<file path="src/rtl/vcs_pkg.sv">
package vcs_pkg;

    typedef enum logic [3:0] {
        ST_IDLE,
        ST_SAR_WAIT,
        ST_SAR_DEC,
        ST_COR_WAIT,
        ST_COR_DEC,
        ST_FINE_WAIT,
        ST_FINE_DEC,
        ST_SETTLE,
        ST_CHECK
    } cal_state_t;

    localparam logic [1:0] CP_LOW  = 2'd0;
    localparam logic [1:0] CP_MID  = 2'd1;
    localparam logic [1:0] CP_HIGH = 2'd3;

    localparam int unsigned STEP_BASE_US = 10;
    localparam int unsigned CORR_BASE_US = 200;
    localparam int unsigned WAIT_BASE_US = 200;

    function automatic int unsigned scaled_len(input int unsigned base_us,
                                               input logic [1:0]  sel,
                                               input int unsigned us_cyc);
        return (base_us * us_cyc) << sel;
    endfunction

endpackage

</file>
<file path="src/rtl/cal_timer.sv">
module cal_timer #(
    parameter int unsigned W = 11
) (
    input  logic         clk,
    input  logic         rst_n,
    input  logic         load,
    input  logic [W-1:0] len,
    output logic         expired
);
    logic [W-1:0] cnt;

    always_ff @(posedge clk or negedge rst_n) begin
        if (!rst_n) begin
            cnt <= '0;
        end else if (load) begin
            cnt <= len - 1'b1;
        end else if (cnt != '0) begin
            cnt <= cnt - 1'b1;
        end
    end

    assign expired = (cnt == '0);
endmodule

</file>
<file path="src/rtl/lock_watch.sv">
module lock_watch #(
    parameter int unsigned SHORT_RUN = 3,
    parameter int unsigned LONG_RUN  = 6
) (
    input  logic clk,
    input  logic rst_n,
    input  logic stb,
    input  logic ok,
    input  logic need_long,
    output logic locked
);
    localparam int unsigned CW = $clog2(LONG_RUN + 1);
    localparam logic [CW-1:0] SAT   = CW'(LONG_RUN);
    localparam logic [CW-1:0] SHORT = CW'(SHORT_RUN);

    logic [CW-1:0] run;

    always_ff @(posedge clk or negedge rst_n) begin
        if (!rst_n) begin
            run <= '0;
        end else if (stb) begin
            if (!ok) begin
                run <= '0;
            end else if (run != SAT) begin
                run <= run + 1'b1;
            end
        end
    end

    assign locked = need_long ? (run >= SAT) : (run >= SHORT);
endmodule

</file>
<file path="src/rtl/bank_sel.sv">
module bank_sel #(
    parameter int unsigned W = 9
) (
    input  logic         use_cal,
    input  logic [W-1:0] cal_val,
    input  logic [W-1:0] host_val,
    output logic [W-1:0] out_val
);
    assign out_val = use_cal ? cal_val : host_val;
endmodule

</file>
<file path="src/rtl/vco_cal_seq.sv">
module vco_cal_seq
    import vcs_pkg::*;
#(
    parameter int unsigned CODE_W    = 9,
    parameter int unsigned US_CYCLES = 1,
    parameter int unsigned LOCK_A    = 3,
    parameter int unsigned LOCK_B    = 6
) (
    input  logic              clk,
    input  logic              rst_n,
    input  logic              cal_en,
    input  logic              corr_en,
    input  logic              fine_en,
    input  logic [1:0]        step_sel,
    input  logic [1:0]        corr_sel,
    input  logic [1:0]        wait_sel,
    input  logic [1:0]        cp_level,
    input  logic              cmp_stb,
    input  logic              cmp_ok,
    input  logic              lock6,
    input  logic              use_cal,
    input  logic [CODE_W-1:0] host_code,
    input  logic              err_clr,
    output logic              busy,
    output logic              locked,
    output logic [CODE_W-1:0] cal_code,
    output logic [CODE_W-1:0] bank_code,
    output logic              err_corr,
    output logic              err_lock
);
    localparam int unsigned MAX_LEN = 1600 * US_CYCLES;
    localparam int unsigned TMR_W   = $clog2(MAX_LEN + 1);
    localparam int unsigned BIT_W   = $clog2(CODE_W);
    localparam logic [CODE_W-1:0] CODE_MAX = '1;
    localparam logic [CODE_W-1:0] CODE_MID = CODE_W'(1) << (CODE_W - 1);

    cal_state_t st, st_n;

    logic [CODE_W-1:0] code_q, code_n;
    logic [BIT_W-1:0]  bit_q, bit_n;
    logic              cal_en_q;
    logic              start;
    logic              t_load, t_exp;
    logic [TMR_W-1:0]  t_len;
    logic [TMR_W-1:0]  step_len, corr_len, wait_len;
    logic              ec_set, el_set;

    assign step_len = TMR_W'(scaled_len(STEP_BASE_US, step_sel, US_CYCLES));
    assign corr_len = TMR_W'(scaled_len(CORR_BASE_US, corr_sel, US_CYCLES));
    assign wait_len = TMR_W'(scaled_len(WAIT_BASE_US, wait_sel, US_CYCLES));

    assign start = cal_en && !cal_en_q;

    cal_timer #(.W(TMR_W)) u_tmr (
        .clk     (clk),
        .rst_n   (rst_n),
        .load    (t_load),
        .len     (t_len),
        .expired (t_exp)
    );

    lock_watch #(.SHORT_RUN(LOCK_A), .LONG_RUN(LOCK_B)) u_lock (
        .clk       (clk),
        .rst_n     (rst_n),
        .stb       (cmp_stb),
        .ok        (cmp_ok),
        .need_long (lock6),
        .locked    (locked)
    );

    bank_sel #(.W(CODE_W)) u_mux (
        .use_cal  (use_cal),
        .cal_val  (code_q),
        .host_val (host_code),
        .out_val  (bank_code)
    );

    // State register
    always_ff @(posedge clk or negedge rst_n) begin
        if (!rst_n) begin
            st <= ST_IDLE;
        end else begin
            st <= st_n;
        end
    end

    // Next state and datapath controls
    always_comb begin
        st_n   = st;
        code_n = code_q;
        bit_n  = bit_q;
        t_load = 1'b0;
        t_len  = step_len;
        ec_set = 1'b0;
        el_set = 1'b0;
        unique case (st)
            ST_IDLE: begin
                if (start) begin
                    code_n = CODE_MID;
                    bit_n  = BIT_W'(CODE_W - 1);
                    t_load = 1'b1;
                    t_len  = step_len;
                    st_n   = ST_SAR_WAIT;
                end
            end
            ST_SAR_WAIT: begin
                if (t_exp) st_n = ST_SAR_DEC;
            end
            ST_SAR_DEC: begin
                if (cp_level == CP_HIGH) code_n[bit_q] = 1'b0;
                if (bit_q != '0) begin
                    code_n[bit_q - 1'b1] = 1'b1;
                    bit_n  = bit_q - 1'b1;
                    t_load = 1'b1;
                    t_len  = step_len;
                    st_n   = ST_SAR_WAIT;
                end else if (corr_en) begin
                    t_load = 1'b1;
                    t_len  = corr_len;
                    st_n   = ST_COR_WAIT;
                end else if (fine_en) begin
                    t_load = 1'b1;
                    t_len  = corr_len;
                    st_n   = ST_FINE_WAIT;
                end else begin
                    t_load = 1'b1;
                    t_len  = wait_len;
                    st_n   = ST_SETTLE;
                end
            end
            ST_COR_WAIT: begin
                if (t_exp) st_n = ST_COR_DEC;
            end
            ST_COR_DEC: begin
                if (cp_level == CP_LOW || cp_level == CP_HIGH) begin
                    if ((cp_level == CP_LOW  && code_q == CODE_MAX) ||
                        (cp_level == CP_HIGH && code_q == '0)) begin
                        ec_set = 1'b1;
                        t_load = 1'b1;
                        t_len  = wait_len;
                        st_n   = ST_SETTLE;
                    end else begin
                        code_n = (cp_level == CP_LOW) ? code_q + 1'b1 : code_q - 1'b1;
                        t_load = 1'b1;
                        t_len  = corr_len;
                        st_n   = ST_COR_WAIT;
                    end
                end else if (fine_en) begin
                    t_load = 1'b1;
                    t_len  = corr_len;
                    st_n   = ST_FINE_WAIT;
                end else begin
                    t_load = 1'b1;
                    t_len  = wait_len;
                    st_n   = ST_SETTLE;
                end
            end
            ST_FINE_WAIT: begin
                if (t_exp) st_n = ST_FINE_DEC;
            end
            ST_FINE_DEC: begin
                if (cp_level == CP_LOW && code_q != CODE_MAX) begin
                    code_n = code_q + 1'b1;
                end else if (cp_level == CP_HIGH && code_q != '0) begin
                    code_n = code_q - 1'b1;
                end
                t_load = 1'b1;
                t_len  = wait_len;
                st_n   = ST_SETTLE;
            end
            ST_SETTLE: begin
                if (t_exp) st_n = ST_CHECK;
            end
            ST_CHECK: begin
                if (!locked) el_set = 1'b1;
                st_n = ST_IDLE;
            end
            default: st_n = ST_IDLE;
        endcase
    end

    // Datapath and flag registers
    always_ff @(posedge clk or negedge rst_n) begin
        if (!rst_n) begin
            code_q   <= '0;
            bit_q    <= '0;
            cal_en_q <= 1'b0;
            err_corr <= 1'b0;
            err_lock <= 1'b0;
        end else begin
            code_q   <= code_n;
            bit_q    <= bit_n;
            cal_en_q <= cal_en;
            if (err_clr) begin
                err_corr <= 1'b0;
                err_lock <= 1'b0;
            end else begin
                if (ec_set) err_corr <= 1'b1;
                if (el_set) err_lock <= 1'b1;
            end
        end
    end

    assign cal_code = code_q;
    assign busy     = (st != ST_IDLE);

endmodule

</file>
<file path="config.mk">
export PLATFORM = sky130hd
export DESIGN_NAME = vco_cal_seq
export DESIGN_NICKNAME = d
export VERILOG_FILES = /design/src/rtl/vcs_pkg.sv /design/src/rtl/cal_timer.sv /design/src/rtl/lock_watch.sv /design/src/rtl/bank_sel.sv /design/src/rtl/vco_cal_seq.sv
export SDC_FILE = /design/constraint.sdc
export NUM_CORES = 1
export LEC_CHECK = 0
export CORE_MARGIN = 10
export CORE_UTILIZATION = 60
export CTS_CLUSTER_DIAMETER = 80
export CTS_CLUSTER_SIZE = 20
export DETAILED_ROUTE_END_ITERATION = 10
export PLACE_DENSITY_LB_ADDON = 0.15
export SYNTH_ARGS = -nofsm -noshare
export SYNTH_HDL_FRONTEND = slang
export SYNTH_SLANG_ARGS = --single-unit
</file>
<file path="constraint.sdc">
create_clock -name clk -period 6.02 [get_ports clk]
set_input_delay 1.806 -clock clk [delete_from_list [all_inputs] [get_ports clk]]
set_output_delay 1.806 -clock clk [all_outputs]
set_load 0.05 [all_outputs]
</file>
==> results.toml, run 1 <==
[synth]
synth_top_family_by_area = "compound AO/OA/AOI/OAI gates"
syn_inst = 422
synth-warning-count = 0
async_reset_ff_frac = 1.00
syn_area_um2 = 3460
synth_adder_area_share = 0.0903
synthFlopType = "dfrtp_1"
synth_compound_area_frac = 0.293
yosysMostFrequentCell = "nand2_1"
ys_seq_area_frac = 0.246
synthDominantCellAreaShare = 0.246
avgSynthCellArea_um2 = 8.21
synth_edf_count = 0
synth_xor_area_frac = 0.0126
synthTopCellsByArea = "dfrtp_1 25%, ha_1 9.0%, o21ai_0 4.6%"
synth-seq-cells = 34
synth_cell_type_count = 81
yosysTopAreaCell = "dfrtp_1"
synth_mux_area_frac = 0.0502
syn_nets = 474
synth-simple-area-share = 0.248
netlist_top_cells_count = "35 x nand2_1, 34 x dfrtp_1, 32 x nor2_1, 32 x o21ai_0, 27 x a21oi_1"

[cts]
clk_latency_ns = 0.29
ctsHtreeMaxLevel = 2
cts_tree = "done"
postCtsResizedCells = 0
root_buffer = "clkbuf_8"
cts_setup_buffers = 0
cts_inserted_buffers = 5
cts_buffer_depth = 2
cts.sinks = 34
clkTransAtPathRegs_ns = 0.07
ctsHoldBuffers = 0

[timing]
holdWs_ns = 0.504
clock-skew-final_ns = 0.00875
drv_slew = 0
finalSetupTns_ns = 0
rsz0062_at_grt = "no"
setup_viol = 0
slew_headroom = 0.282
fmax_mhz = 185
final-hold-violation-count = 0
tightest_slew_ns = 1.07
finalCriticalPeriod_ns = 5.41
layout_worst_path_cycle_share = 0.899

[status]
outcome = "finished, final reports clean"

[power_and_ir_drop]
powerDensity_nw_per_um2 = 384
power_frac_seq = 0.306
swShare = 0.502
total_power_w = 0.00155
clockPowerShare = 0.117
vdd_drop_max_mv = 0.245
p_sw_w = 0.000777
comb_power_share = 0.577
leakage_nw = 1.61
p_int_w = 0.000772

[drt]
drc = 0
wl_per_cell_um = 18.9
dr.pass1.iters = 5
drtIter0Drc = 406
ant_nets = 0
route.vias.total = 3523
routed_wl_um = 9910
viasPerCell = 6.72

[floorplanning]
die_h_um = 96.0
initial_core_util = 0.625
die_w_um = 96.0
ios = 49
std_cell_rows = 27
core-area_um2 = 5540
dieArea_um2 = 9210

[worst_setup_path]
slowest_stage = "clkdlybuf4s50_1"
required_ns = 4.21
path_cells = "clkdlybuf4s50_1 > mux2_2 > clkdlybuf4s50_1"
arrival_ns = 3.61
worstRegToRegCells = 12
cpPeakStageDelay_ns = 0.71
critical_path.max_fanout = 9
critPathMostFrequentCell = "clkdlybuf4s50_1"
cp-end-kind = "output pin"
critPathKind = "in -> out"
startpoint_type = "input pin"

[placement]
port_buffers = 48
gp_congestion = 0.959
dpl.hpwl_um = 7420

[min_path]
hold_depth = 2
hp-class = "reg -> reg"

[grt]
antenna_found_initial = 0
grt_remaining_overflow = 0
grt_pass1_wl_um = 16300
grt_pass1_vias = 3243
track_usage = 0.215
grt_max_degree = 35

[cells_and_area]
nNetsFinal = 503
layout-drive-gt1-share = 0.0885
postLayoutCoreUtil = 0.728
synthToLayoutAreaGrowth_pct = 16.4
fill_cells = 453
diodes = 0

[run]
maxCapViolCount = 0
==> worst paths after layout <==
path	from	end	slack, ns
worst max-delay path	use_cal	bank_code[3]	0.61
worst min-delay path	err_corr	err_corr	0.50
worst max register to register	cal_code[0]	u_tmr.cnt[8]	2.47
worst min register to register	err_corr	err_corr	0.50
max in group asynchronous	rst_n	cal_code[2]	3.78
min in group asynchronous	rst_n	u_tmr.cnt[4]	1.93
==> area by class of cell <==
type	instances	area (um^2)	share of cell area
Multi-Input combinational cell	337	2410	0.597
Clock buffer	6	82.6	0.0205
Tap cell	72	90.1	0.0223
Clock inverter	2	12.5	0.00310
Inverter	21	78.8	0.0196
Timing Repair Buffer	52	510	0.127
Sequential cell	34	851	0.211
==> cells by family (layout without fill, tap and decap cells) <==
kind of cell               after synthesis  in the layout
and+or+nand+nor                        150            150
buffers and inverters                   51             81
DFF                                     34             34
xor gates and xnor gates                 5              5
adders and majority gates               25             25
muxes                                   16             16
AOI/OAI and AO/OA                      141            141
==> layer usage <==
layer | GRT usage | part of all wire | wire length (um) | vias to the layer above
met4 | 0.0590 | 0.019 | 184 | 0
met5 | 0 | 0 | 0 | -
li1 | - | - | - | 1656
met2 | 0.335 | 0.45 | 4440 | 170
met3 | 0.0374 | 0.094 | 933 | 19
met1 | 0.298 | 0.44 | 4350 | 1678
==> power by group through the flow <==
stage          clock (W)  combinational, W  sequential, W
4_1_cts         0.000186          0.000887       0.000468
3_5_place_dp           0          0.000881       0.000471
5_1_grt         0.000193          0.000975       0.000487
3_3_place_gp           0          0.000860       0.000469
6_report        0.000181          0.000893       0.000474
2_1_floorplan          0          0.000666       0.000443
==> per-stage QoR <==
step	area, um^2	worst slack, ns	cells
after global routing	4030	0.550	524
final	4030	0.605	524
after CTS	4030	0.585	524
after floorplan	3460	1.43	422
after detailed placement	3940	0.593	516
after global placement	3940	0.654	516
==> registers in the layout (all words and copies together) (netlist names) <==
| name | count |
|---|---|
| u_tmr.cnt | 11 |
| cal_code | 9 |
| bit_q | 4 |
| st | 4 |
| u_lock.run | 3 |
| cal_en_q | 1 |
| err_corr | 1 |
| err_lock | 1 |
==> layout by cell type, fill, tap and decap left out, drive strengths merged, types with 6 or more instances in the layout <==
cell type / n
ha: 25
mux2: 11
o21ai: 32
a22oi: 7
and3: 8
nand3: 13
nand2b: 6
dfrtp: 34
nor2: 32
nor4: 6
inv: 21
clkbuf: 6
nor4b: 6
nand2: 35
nor3: 9
clkdlybuf4s50: 48
a21oi: 27
==> worst max-delay path, delay by kind of cell <==
| family | cells | cell delay [ns] |
|---|---|---|
| buf+inv | 2 | 1.41 |
| mux | 1 | 0.39 |
(Power assumes the default switching activity.)
==> run 2: changes to the inputs <==
--- a/config.mk
+++ b/config.mk
@@ -5,12 +5,13 @@
 export SDC_FILE = /design/constraint.sdc
 export NUM_CORES = 1
 export LEC_CHECK = 0
-export CORE_MARGIN = 10
+export CAP_MARGIN = 20
 export CORE_UTILIZATION = 60
 export CTS_CLUSTER_DIAMETER = 80
 export CTS_CLUSTER_SIZE = 20
 export DETAILED_ROUTE_END_ITERATION = 10
 export PLACE_DENSITY_LB_ADDON = 0.15
+export RECOVER_POWER = 25
 export SYNTH_ARGS = -nofsm -noshare
 export SYNTH_HDL_FRONTEND = slang
 export SYNTH_SLANG_ARGS = --single-unit
==> run 2 against run 1 <==
The run now ends with capacitance limit, slew limit left. Cell area increased by 0.40%. Setup slack about the same. Die area decreased by 34%. Wire length decreased by 5.0%. Combinational power about the same. Final cell count increased by 0.19%. Non-clock buffer count increased by 1. Register-to-register slack got worse by 0.05 ns. Flip-flop and latch count unchanged. Largest cell class unchanged.
==> results.toml, run 2 (synthesized netlist as in run 1, its figures left out) <==
[status]
outcome = "finished with violations"
failed_checks = "capacitance limit, slew limit"

[worst_setup_path]
endpoint = "bank_code[1]"
critical_path.max_fanout = 9
critPathMostFrequentCell = "clkdlybuf4s50_1"
slowest_stage = "clkdlybuf4s50_1"
reg2reg_slack_ns = 2.42
path_cells = "clkdlybuf4s50_1 > mux2_2 > clkdlybuf4s50_1"
crit_family = "buffers and inverters"
cp-end-kind = "output pin"
arrival_ns = 3.61
rr_startpoint = "cal_code[0]"
required_ns = 4.21
crit_start = "use_cal"
critPathKind = "in -> out"
crit_buf_inv = 2
worstRegToRegCells = 12
path_depth = 3
startpoint_type = "input pin"
r2r-end = "u_tmr.cnt[8]"
cpPeakStageDelay_ns = 0.72

[grt]
track_usage = 0.325
antenna_found_initial = 0
grt_pass1_vias = 3123
grt_remaining_overflow = 0
grt_pass1_wl_um = 15600
grt_max_degree = 35

[power_and_ir_drop]
clockPowerShare = 0.135
vdd_drop_max_mv = 0.288
leakage_nw = 1.61
comb_power_share = 0.565
total_power_w = 0.00158
p_int_w = 0.000803
p_sw_w = 0.000778
swShare = 0.492
power_frac_seq = 0.301
powerDensity_nw_per_um2 = 391

[drt]
dr.pass1.iters = 5
drc = 0
routed_wl_um = 9410
viasPerCell = 6.66
drtIter0Drc = 431
route.vias.total = 3495
wl_per_cell_um = 17.9
ant_nets = 0

[floorplanning]
std_cell_rows = 27
ios = 49
initial_core_util = 0.625
core-area_um2 = 5540
dieArea_um2 = 6080
die_h_um = 78.0
die_w_um = 78.0

[cts]
clk_latency_ns = 0.29
postCtsResizedCells = 0
cts.sinks = 34
clkTransAtPathRegs_ns = 0.07
root_buffer = "clkbuf_8"
cts_setup_buffers = 0
ctsHtreeMaxLevel = 2
cts_buffer_depth = 2
cts_inserted_buffers = 5
ctsHoldBuffers = 0
cts_tree = "done"

[timing]
finalSetupTns_ns = 0
clock-skew-final_ns = 0.00325
final-hold-violation-count = 0
slew_headroom = -0.189
rsz0062_at_grt = "no"
setup_viol = 0
finalCriticalPeriod_ns = 5.41
drv_slew = 35
layout_worst_path_cycle_share = 0.899
tightest_slew_ns = 1.78
holdWs_ns = 0.505
fmax_mhz = 185
final.setup.worst_slack_ns = 0.606

[placement]
dp.cells = 516
gp_congestion = 0.930
dpl.hpwl_um = 6920
port_buffers = 48
pre_cts_ws_ns = 0.608

[cells_and_area]
final_cell_mix = "46 x clkdlybuf4s50_1, 35 x nand2_1, 34 x dfrtp_1"
diodes = 0
synthToLayoutAreaGrowth_pct = 16.8
fin_cells = 525
largest_reg_flops = 11
layout-drive-gt1-share = 0.0861
nNetsFinal = 504
top_register = "u_tmr.cnt"
final_common_cell = "clkdlybuf4s50_1"

[run]
maxCapViolCount = 1

[min_path]
hp-start = "err_corr"
hp-class = "reg -> reg"
==> run 2: cell count changes in the layout (fill, tap and decap cells not counted) <==
cell / before / now
clkbuf_2: 0 / 1
clkdlybuf4s50_1: 48 / 46
bufinv_16: 0 / 1
clkbuf_8: 6 / 5
dlygate4sd3_1: 0 / 2
clkinv_2: 1 / 0
buf_4: 4 / 3
clkbuf_1: 0 / 2
==> run 2: worst min-delay path by stage <==
stage,endpoint,slack [ns],cells past startpoint
finish,err_corr,0.50,2
global route,err_corr,0.52,2
CTS,err_corr,0.51,2
detailed placement,err_corr,0.49,2
global placement,err_corr,0.48,2
floorplan,u_tmr.cnt[0],0.46,1
==> run 2: cell type report <==
cell class	instances	area (um^2)
Inverter	21	78.8
Timing Repair Buffer	53	512
Fill cell	443	1490
Clock inverter	2	37.5
Sequential cell	34	851
Tap cell	72	90.1
Multi-Input combinational cell	337	2410
Clock buffer	6	72.6
==> run 2: per-stage QoR <==
stage           util  cell area, um^2
2_1_floorplan      -             3460
4_1_cts        0.730             4050
6_report       0.731             4050
3_5_place_dp   0.710             3940
3_3_place_gp   0.710             3940
5_1_grt        0.731             4050
==> run 2: routing by layer <==
| layer | part of all wire | vias up | global-route usage |
|---|---|---|---|
| met1 | 0.45 | 1611 | 0.455 |
| met4 | 0.022 | 0 | 0.106 |
| met5 | 0 | - | 0 |
| met3 | 0.087 | 23 | 0.0518 |
| met2 | 0.45 | 198 | 0.510 |
| li1 | - | 1663 | - |
==> run 2: worst min-delay path: cells and delay by family (launching register included) <==
kind	cells	cell delay [ns]
flops	1	0.35
simple gates	2	0.12
==> run 2: power by group through the flow <==
stage	clock network, W	registers, W	logic [W]
after detailed placement	0	0.000470	0.000875
after floorplan	0	0.000443	0.000666
after CTS	0.000217	0.000466	0.000880
final	0.000213	0.000475	0.000893
after global routing	0.000224	0.000489	0.000971
after global placement	0	0.000466	0.000854
==> run 3: changes to the inputs <==
--- a/config.mk
+++ b/config.mk
@@ -10,6 +10,7 @@
 export CTS_CLUSTER_DIAMETER = 80
 export CTS_CLUSTER_SIZE = 20
 export DETAILED_ROUTE_END_ITERATION = 10
+export GPL_TIMING_DRIVEN = 0
 export PLACE_DENSITY_LB_ADDON = 0.15
 export RECOVER_POWER = 25
 export SYNTH_ARGS = -nofsm -noshare
==> run 3 against run 2 <==
Highest routed layer unchanged. Critical path depth rose by 2. Core utilization rose by 1.8 points. Critical endpoint is now locked. Via count rose by 7.8%. Setup slack improved by 0.19 ns. Combinational power rose by 12%. The run still ends with capacitance limit, slew limit left. Power rose by 5.1%.
==> results.toml, run 3 (synthesized netlist as in run 1, its figures left out) <==
[floorplanning]
dieArea_um2 = 6080
die_w_um = 78.0
die_h_um = 78.0
std_cell_rows = 27
ios = 49
initial_core_util = 0.625
core-area_um2 = 5540

[drt]
routed_wl_um = 10300
drc = 0
wl_per_cell_um = 18.8
dr.pass1.iters = 5
ant_nets = 0
drtIter0Drc = 588
route.vias.total = 3767
viasPerCell = 6.87

[worst_setup_path]
crit_family = "buffers and inverters"
critPathMostFrequentCell = "clkdlybuf4s50_1"
reg2reg_slack_ns = 2.28
worstRegToRegCells = 12
arrival_ns = 3.42
critical_path.max_fanout = 2
crit_buf_inv = 3
cpPeakStageDelay_ns = 0.84
rr_startpoint = "cal_code[3]"
required_ns = 4.21
cp-end-kind = "output pin"
r2r-end = "u_tmr.cnt[8]"
slowest_stage = "clkdlybuf4s50_1"
critPathKind = "in -> out"
startpoint_type = "input pin"
path_cells = "clkdlybuf4s50_1 > inv_1 > o22ai_1 > a22oi_1 > clkdlybuf4s50_1"

[power_and_ir_drop]
vdd_drop_max_mv = 0.264
leakage_nw = 1.66
powerDensity_nw_per_um2 = 401

[timing]
setup_viol = 0
rsz0062_at_grt = "no"
tightest_slew_ns = 2.01
finalCriticalPeriod_ns = 5.23
finalSetupTns_ns = 0
fmax_mhz = 191
final-hold-violation-count = 0
slew_headroom = -0.340
clock-skew-final_ns = 0.0140
drv_slew = 35
layout_worst_path_cycle_share = 0.868

[placement]
dpl.hpwl_um = 7700
port_buffers = 46
gp_congestion = 0.966
post_dp_cell_area_um2 = 4010

[grt]
grt_remaining_overflow = 0
grt_max_degree = 35
grt_pass1_vias = 3330
track_usage = 0.354
grt_pass1_wl_um = 16800
antenna_found_initial = 0

[cells_and_area]
design_area_um2 = 4150
synthToLayoutAreaGrowth_pct = 19.7
top_register = "u_tmr.cnt"
final_cell_mix = "44 x clkdlybuf4s50_1, 35 x nand2_1, 34 x dfrtp_1"
final_common_cell = "clkdlybuf4s50_1"
diodes = 0
layout-drive-gt1-share = 0.0924
largest_reg_flops = 11
nNetsFinal = 527

[status]
outcome = "finished with violations"
failed_checks = "capacitance limit, slew limit"

[cts]
clk_latency_ns = 0.30
root_buffer = "clkbuf_8"
clkTransAtPathRegs_ns = 0.08
ctsHoldBuffers = 0
cts.sinks = 34
cts_buffer_depth = 2
ctsHtreeMaxLevel = 2
cts_inserted_buffers = 5
cts_setup_buffers = 0
postCtsResizedCells = 0
cts_tree = "done"

[min_path]
hp-class = "reg -> reg"
hp-start = "err_corr"
worstHoldEndpoint = "err_corr"
hold_depth = 2

[run]
maxCapViolCount = 1
[run 3: cell types whose count changed in the layout (fill, tap and decap cells not counted), moves of 2 or more]
cell,previous run,this run
clkbuf_1,2,23
buf_2,0,7
buf_4,3,0
clkdlybuf4s50_1,46,44
[run 3: how the worst max path moves through the flow]
stage,from,to,cells past startpoint
2_1_floorplan,lock6,locked,3
3_3_place_gp,lock6,locked,5
3_5_place_dp,lock6,locked,5
4_1_cts,lock6,locked,5
5_1_grt,lock6,locked,5
6_report,lock6,locked,5
[run 3: worst register-to-register path, delay by kind of cell, from the launching register on]
family | cells | cell delay [ns]
adders and majority gates | 1 | 0.25
AOI/OAI and AO/OA | 4 | 1.14
buffers and inverters | 1 | 0.39
and+or+nand+nor | 5 | 1.09
DFF | 1 | 0.45
muxes | 1 | 0.33
[run 3: final cells by class]
class / instances / area [um^2]
plain buffers: 30 / 129
clock buffers: 5 / 68.8
clock inverters: 3 / 68.8
fillers: 420 / 1390
inverters: 21 / 78.8
multi-input cells: 337 / 2410
flip-flops and latches: 34 / 851
well taps: 72 / 90.1
repair buffers: 46 / 454
[run 3: power breakdown]
part | internal [W] | switching (W)
Clock | 0.000166 | 0.0000968
Sequential | 0.000309 | 0.0000912
Combinational | 0.000383 | 0.000616
[run 3: metrics by stage]
stage                      util  std cells  worst slack, ns  power, W  hold WS, ns
after CTS                 0.749        548            0.797   0.00164        0.514
after global routing      0.748        548            0.721   0.00177        0.543
after detailed placement  0.724        540            0.791   0.00137        0.490
after global placement    0.725        540            0.820   0.00135        0.482
after floorplan               -        422             1.43   0.00111        0.463
final                     0.748        548            0.793   0.00166        0.508
[run 3: layer usage]
layer,up-vias,wire length [um],global-route usage,part of all wire
met4,0,240,0.104,0.023
met3,30,1200,0.0812,0.12
li1,1701,-,-,-
met2,245,4490,0.529,0.44
met1,1791,4380,0.508,0.43
met5,-,0,0,0
